<file path="config.mk">
export PLATFORM = sky130hd
export DESIGN_NAME = nand_pump
export DESIGN_NICKNAME = d
export VERILOG_FILES = /design/src/rtl/nand_pump_pkg.sv /design/src/rtl/nand_pump_fifo.sv /design/src/rtl/nand_pump_ctrl.sv /design/src/rtl/nand_pump.sv
export SDC_FILE = /design/constraint.sdc
export NUM_CORES = 1
export LEC_CHECK = 0
export BUFFER_PORTS_ARGS = -buffer_cell sky130_fd_sc_hd__buf_2
export CAP_MARGIN = 30
export CORE_UTILIZATION = 61
export DETAILED_ROUTE_END_ITERATION = 8
export GPL_TIMING_DRIVEN = 0
export PLACE_DENSITY_LB_ADDON = 0.2
export SLEW_MARGIN = 20
export SYNTH_ARGS = -nofsm -noshare
export SYNTH_HDL_FRONTEND = slang
export SYNTH_HIERARCHICAL = 1
export SYNTH_SLANG_ARGS = --single-unit
</file>
<file path="constraint.sdc">
create_clock -name clk -period 4.4 [get_ports clk]
set_input_delay 0.88 -clock clk [delete_from_list [all_inputs] [get_ports clk]]
set_output_delay 0.88 -clock clk [all_outputs]
set_load 0.1 [all_outputs]
</file>
<file path="src/rtl/nand_pump_pkg.sv">
package nand_pump_pkg;

    typedef enum logic [1:0] {
        A_SETUP  = 2'd0,
        A_TOTAL  = 2'd1,
        A_CMD    = 2'd2,
        A_STATUS = 2'd3
    } reg_sel_e;

    typedef struct packed {
        logic [2:0] cs;
        logic [6:0] thr;
        logic       en;
        logic       dma;
        logic       wr_dir;
    } setup_t;

    localparam int CS_LSB    = 24;
    localparam int THR_LSB   = 8;
    localparam int EN_BIT    = 7;
    localparam int DMA_BIT   = 2;
    localparam int DIR_BIT   = 0;
    localparam int CLR_BIT   = 1;
    localparam int REM_LSB   = 8;
    localparam int RUN_BIT   = 30;
    localparam int DONE_BIT  = 31;

    function automatic setup_t setup_unpack(input logic [31:0] w);
        setup_t s;
        s.cs     = w[CS_LSB +: 3];
        s.thr    = w[THR_LSB +: 7];
        s.en     = w[EN_BIT];
        s.dma    = w[DMA_BIT];
        s.wr_dir = w[DIR_BIT];
        return s;
    endfunction

    function automatic logic [31:0] setup_pack(input setup_t s);
        logic [31:0] w;
        w = '0;
        w[CS_LSB +: 3]  = s.cs;
        w[THR_LSB +: 7] = s.thr;
        w[EN_BIT]       = s.en;
        w[DMA_BIT]      = s.dma;
        w[DIR_BIT]      = s.wr_dir;
        return w;
    endfunction

    function automatic int unsigned thr_effective(input logic [6:0] t, input int unsigned depth);
        if (t == 7'd0 || int'(t) > int'(depth))
            return depth;
        return int'(t);
    endfunction

endpackage

</file>
<file path="src/rtl/nand_pump_fifo.sv">
module nand_pump_fifo #(
    parameter int DEPTH  = 64,
    parameter int DATA_W = 8,
    localparam int PTR_W = $clog2(DEPTH),
    localparam int CNT_W = $clog2(DEPTH + 1)
) (
    input  logic              clk,
    input  logic              rst,
    input  logic              flush,
    input  logic              push,
    input  logic [DATA_W-1:0] push_data,
    input  logic              pop,
    output logic [DATA_W-1:0] head,
    output logic [CNT_W-1:0]  fill
);
    localparam logic [PTR_W-1:0] LAST = PTR_W'(DEPTH - 1);

    logic [DATA_W-1:0] store [DEPTH];
    logic [PTR_W-1:0]  wr_ptr, rd_ptr;

    always_ff @(posedge clk) begin
        if (push)
            store[wr_ptr] <= push_data;
    end

    always_ff @(posedge clk) begin
        if (rst || flush) begin
            wr_ptr <= '0;
            rd_ptr <= '0;
            fill   <= '0;
        end else begin
            if (push)
                wr_ptr <= (wr_ptr == LAST) ? '0 : wr_ptr + 1'b1;
            if (pop)
                rd_ptr <= (rd_ptr == LAST) ? '0 : rd_ptr + 1'b1;
            case ({push, pop})
                2'b10:   fill <= fill + 1'b1;
                2'b01:   fill <= fill - 1'b1;
                default: fill <= fill;
            endcase
        end
    end

    assign head = store[rd_ptr];

endmodule

</file>
<file path="src/rtl/nand_pump_ctrl.sv">
module nand_pump_ctrl
    import nand_pump_pkg::*;
#(
    parameter int COUNT_W = 14
) (
    input  logic               clk,
    input  logic               rst,
    input  logic               reg_wr,
    input  logic [1:0]         reg_addr,
    input  logic [31:0]        reg_wdata,
    input  logic               xfer,
    output setup_t             setup,
    output logic [COUNT_W-1:0] total,
    output logic [COUNT_W-1:0] remaining,
    output logic               run,
    output logic               done,
    output logic               flush
);
    logic wr_setup, wr_total, wr_cmd, wr_status;
    logic start_ok, stop_ok, finish;

    always_comb begin
        wr_setup  = reg_wr && reg_addr == A_SETUP;
        wr_total  = reg_wr && reg_addr == A_TOTAL;
        wr_cmd    = reg_wr && reg_addr == A_CMD;
        wr_status = reg_wr && reg_addr == A_STATUS;
        start_ok  = wr_cmd && reg_wdata[0] && !run && setup.en;
        stop_ok   = wr_cmd && !reg_wdata[0] && reg_wdata[CS_LSB +: 3] == setup.cs;
        finish    = run && remaining == '0;
        flush     = start_ok || stop_ok;
    end

    always_ff @(posedge clk) begin
        if (rst) begin
            setup     <= '0;
            total     <= '0;
            remaining <= '0;
            run       <= 1'b0;
            done      <= 1'b0;
        end else begin
            if (wr_setup && !run)
                setup <= setup_unpack(reg_wdata);
            if (wr_total && !run)
                total <= reg_wdata[COUNT_W-1:0];

            if (start_ok) begin
                run       <= 1'b1;
                remaining <= total;
            end else if (stop_ok) begin
                run       <= 1'b0;
                remaining <= '0;
                if (reg_wdata[CLR_BIT])
                    setup <= '0;
            end else if (finish) begin
                run <= 1'b0;
            end else if (xfer) begin
                remaining <= remaining - 1'b1;
            end

            if (finish)
                done <= 1'b1;
            else if (wr_status && reg_wdata[DONE_BIT])
                done <= 1'b0;
        end
    end

endmodule

</file>
<file path="src/rtl/nand_pump.sv">
module nand_pump
    import nand_pump_pkg::*;
#(
    parameter int FIFO_DEPTH = 64,
    parameter int COUNT_W    = 14
) (
    input  logic        clk,
    input  logic        rst,
    input  logic        reg_wr,
    input  logic [1:0]  reg_addr,
    input  logic [31:0] reg_wdata,
    output logic [31:0] reg_rdata,
    output logic        dev_req,
    input  logic        dev_ack,
    output logic        dev_we,
    output logic [2:0]  dev_cs,
    output logic [7:0]  dev_wdata,
    input  logic [7:0]  dev_rdata,
    input  logic        host_push,
    input  logic [7:0]  host_wdata,
    input  logic        host_pop,
    output logic [7:0]  host_rdata,
    output logic        dma_req,
    output logic        cpu_irq
);
    localparam int CNT_W = $clog2(FIFO_DEPTH + 1);
    localparam logic [CNT_W-1:0] DEPTH_C = CNT_W'(FIFO_DEPTH);

    setup_t             setup_q;
    logic [COUNT_W-1:0] total_q, remaining_q;
    logic               run_q, done_q, flush;
    logic [CNT_W-1:0]   fill, thr;
    logic               empty, full, xfer, f_push, f_pop, want;
    logic [7:0]         f_wdata, head;
    logic [31:0]        setup_word;

    nand_pump_ctrl #(.COUNT_W(COUNT_W)) ctrl_i (
        .clk(clk), .rst(rst),
        .reg_wr(reg_wr), .reg_addr(reg_addr), .reg_wdata(reg_wdata),
        .xfer(xfer),
        .setup(setup_q), .total(total_q), .remaining(remaining_q),
        .run(run_q), .done(done_q), .flush(flush)
    );

    nand_pump_fifo #(.DEPTH(FIFO_DEPTH), .DATA_W(8)) fifo_i (
        .clk(clk), .rst(rst), .flush(flush),
        .push(f_push), .push_data(f_wdata),
        .pop(f_pop), .head(head), .fill(fill)
    );

    always_comb begin
        empty   = fill == '0;
        full    = fill == DEPTH_C;
        dev_req = run_q && remaining_q != '0 && (setup_q.wr_dir ? !empty : !full);
        xfer    = dev_req && dev_ack;
        if (setup_q.wr_dir) begin
            f_push  = host_push && run_q && !full;
            f_wdata = host_wdata;
            f_pop   = xfer;
        end else begin
            f_push  = xfer;
            f_wdata = dev_rdata;
            f_pop   = host_pop && !empty;
        end
        thr = CNT_W'(thr_effective(setup_q.thr, FIFO_DEPTH));
        if (setup_q.wr_dir)
            want = run_q && (DEPTH_C - fill) >= thr;
        else
            want = !empty && (fill >= thr || remaining_q == '0);
        dma_req = want && setup_q.dma;
        cpu_irq = want && !setup_q.dma;
    end

    assign dev_we     = setup_q.wr_dir;
    assign dev_cs     = setup_q.cs;
    assign dev_wdata  = head;
    assign host_rdata = head;
    assign setup_word = setup_pack(setup_q);

    always_comb begin
        reg_rdata = '0;
        case (reg_sel_e'(reg_addr))
            A_SETUP:  reg_rdata = setup_word;
            A_TOTAL:  reg_rdata[COUNT_W-1:0] = total_q;
            A_CMD:    reg_rdata[0] = run_q;
            default: begin
                reg_rdata[CNT_W-1:0]           = fill;
                reg_rdata[REM_LSB +: COUNT_W]  = remaining_q;
                reg_rdata[RUN_BIT]             = run_q;
                reg_rdata[DONE_BIT]            = done_q;
            end
        endcase
    end

endmodule

</file>
==> run_results.csv <==
group,metric,value,unit
run_status,status,"complete, but fails checks",
run_status,violations,"negative setup slack",
clock_tree,cts_htree_levels,2,
floorplanning,row_count,72,
min_path,hold_end,"ctrl_i/setup[2]",
global_route,antenna_found_initial,0,
route,wirelength,59.0,mm
critical_path,critPathMaxStageDelay,1.03,ns
floorplanning,ios,111,
placed_design,pre_cts_slack,0.100,ns
clock_tree,postCtsHoldBufs,0,
floorplanning,initial_utilization,62.3,%
power,power.leakage,9.06,nW
clock_tree,max-clock-path-buffers,3,
critical_path,cp_top_family,"simple AND/OR/NAND/NOR gates",
critical_path,worstReg2RegStart,"fifo_i/fill[0]",
global_route,grt_max_degree,65,
layout,final_common_cell,"edfxtp_1",
sta,fin_crit_sh,102,%
layout,fin_util,70.8,%
critical_path,crit_fanout,10,
placed_design,gp_congestion,0.927,
layout,final_cell_mix,"edfxtp_1, mux4_2, nor2_1",
clock_tree,cts_tree,"done",
route,vias,14389,
route,avgViaCountPerCell,6.54,
route,drt_pass1_iterations,5,
sta,hold_slack,0.475,ns
power,ir_drop,370,uV
run,drv_cap,0,
critical_path,crit_cells,10,
logic_synthesis,async_flop_share,0,%
global_route,overflow,0,
global_route,grt_pass1_wl,88.0,mm
critical_path,cpMaxStageDelayCell,"nor2_1",
clock_tree,clock-root-buffer,"clkbuf_16",
route,drt_iter0_drc,1449,
min_path,hp-class,"flip-flop to flip-flop",
critical_path,worstPathRequired,4.62,ns
route,postRouteAntennaNets,0,
placed_design,dp.cells,2094,
critical_path,startpoint_type,"flip-flop",
layout,areaGrowthSynthToFinish,13.7,%
floorplanning,die_width,201,um
critical_path,path_cells,"inv_1 -> ha_1 -> or2b_1 -> or3_4 -> o211a_4 -> nand2_2 -> o21ai_0 -> clkbuf_1 -> nand4_1 -> nor2_1",
clock_tree,path_clk_slew,0.06,ns
critical_path,timing.rr.end,"fifo_i/store[47][7]",
global_route,grt_pass1_vias,14134,
logic_synthesis,synth-seq-area-share,69.0,%
logic_synthesis,syn_area_per_cell,16.4,um2
sta,setup_ws,-0.0711,ns
logic_synthesis,synth.distinct_cells,74,
layout,diodes,0,
clock_tree,cts_made_buffers,56,
logic_synthesis,ys_ff_latch,580,
route,drc,0,
layout,drive_gt1_share,23.9,%
min_path,hold_depth,2,
sta,hold_viol,0,
logic_synthesis,synthCells,1477,
sta,max_freq,0.224,GHz
sta,max_slew.worst_pin.slew,0.950,ns
sta,rsz0062_at_grt,"yes",
layout,fin_cells,2200,
floorplanning,coreArea,0.0389,mm2
placed_design,dp_hpwl,38.6,mm
route,wl_per_cell,26.8,um
power,cellPowerDensity,474,mW/mm2
logic_synthesis,synth_edf_count,512,
clock_tree,clock_sinks,580,
placed_design,numPortBuffers,92,
clock_tree,clk_latency,0.60,ns
logic_synthesis,syn_area,0.0242,mm2
sta,finalSetupViolCount,16,
logic_synthesis,yosysWarningCount,6,
critical_path,r2r_slack,-0.07,ns
sta,slew_violations,0,
min_path,min_from,"ctrl_i/setup[2]",
floorplanning,die_h,201,um
critical_path,crit_type,"flip-flop to flip-flop",
critical_path,cp.buffers_inverters,2,
logic_synthesis,synth_ff_type,"edfxtp_1",
floorplanning,dieArea,0.0405,mm2
sta,finClkSkew,0.0164,ns
critical_path,crit_path_end_kind,"flip-flop",
layout,final_nets,1708,
critical_path,reg2regPathDepth,10,
critical_path,cp.arrival,4.69,ns
global_route,grtUsageTotal,29.7,%
sta,max_slew_margin,36.4,%
sta,post-route-min-period,4.47,ns
power breakdown:
group / switching (mW) / internal [mW] / leakage, nW
clock network: 2.00 / 3.14 / 0.982
logic: 1.20 / 0.633 / 2.93
registers: 0.0468 / 6.03 / 5.15
total: 3.25 / 9.81 / 9.06
cells in the mapped netlist, types with 18 or more instances:
| cell type | instances | area share (%) |
|---|---|---|
| nand3_1 | 24 | 0.50 |
| clkbuf_1 | 36 | 0.56 |
| a21oi_1 | 58 | 1.2 |
| and3_1 | 18 | 0.46 |
| buf_4 | 25 | 0.77 |
| nor2b_1 | 19 | 0.49 |
| nor2_1 | 113 | 1.7 |
| buf_2 | 26 | 0.54 |
| edfxtp_1 | 512 | 63 |
| o21ai_0 | 31 | 0.64 |
| mux4_2 | 125 | 12 |
| nand2_1 | 107 | 1.7 |
| mux2i_1 | 49 | 2.0 |
| dfxtp_1 | 68 | 5.6 |
| ha_1 | 18 | 0.93 |
worst max-delay path by stage:
stage,from,endpoint,slack (ns)
6_report,fifo_i/fill[0],fifo_i/store[47][7],-0.07
5_1_grt,fifo_i/fill[0],fifo_i/store[47][7],-0.20
4_1_cts,flip-flop,host_rdata[1],0.006
3_5_place_dp,fifo_i/fill[0],fifo_i/store[47][6],0.10
3_3_place_gp,fifo_i/fill[0],fifo_i/store[55][3],0.16
2_1_floorplan,fifo_i/fill[0],cpu_irq,0.11
repair_timing:
action,CTS,global route
endpoints found under the setup margin,11,79
setup buffers,0,0
gates resized for setup,10,19
tightest hold or removal path, cell delays in order, from the launching register on:
cell	delay (ns)
dfxtp_1	0.31
nand2_1	0.06
a21oi_1	0.06
kinds of logic after synthesis:
logic type / count (synthesis) / share of synthesized area (%)
compound gates: 185 / 5.22
xor+xnor: 22 / 0.795
fa+ha+maj: 18 / 0.929
buf+inv: 112 / 2.41
flops: 580 / 69.0
mux: 184 / 14.1
other cells: 1 / 0.0155
simple gates: 375 / 7.50
sequential cells by signal (all words and copies together) (netlist names), named ones only:
register          cells
ctrl_i/done           1
ctrl_i/remaining     14
ctrl_i/run            1
ctrl_i/setup         13
ctrl_i/total         14
fifo_i/fill           7
fifo_i/rd_ptr         6
fifo_i/store        512
fifo_i/wr_ptr         6
through the flow:
step                      setup TNS, ns  power (mW)  instance area, um2
after global routing              -9.21        13.4               27600
after detailed placement              0        7.98               25500
after CTS                             0        13.1               27500
after global placement                0        7.93               25400
final                            -0.774        13.1               27600
after floorplan                       0        7.54               24300
metal layers:
layer	track usage [%]	vias to the layer above	wire [um]
met5	0	-	0
met4	12.1	0	2080
met1	40.2	7262	22500
li1	-	6143	-
met3	4.79	142	5470
met2	48.6	842	29000
layout make-up:
class,instances,area (um2)
sequential,580,16700
fill,2516,11400
timing repair buffer,95,546
buffer,100,564
inverter,12,45.0
tap,518,648
clock inverter,36,485
multi-input combinational,789,7020
clock buffer,70,1520
(Power assumes the default switching activity.)
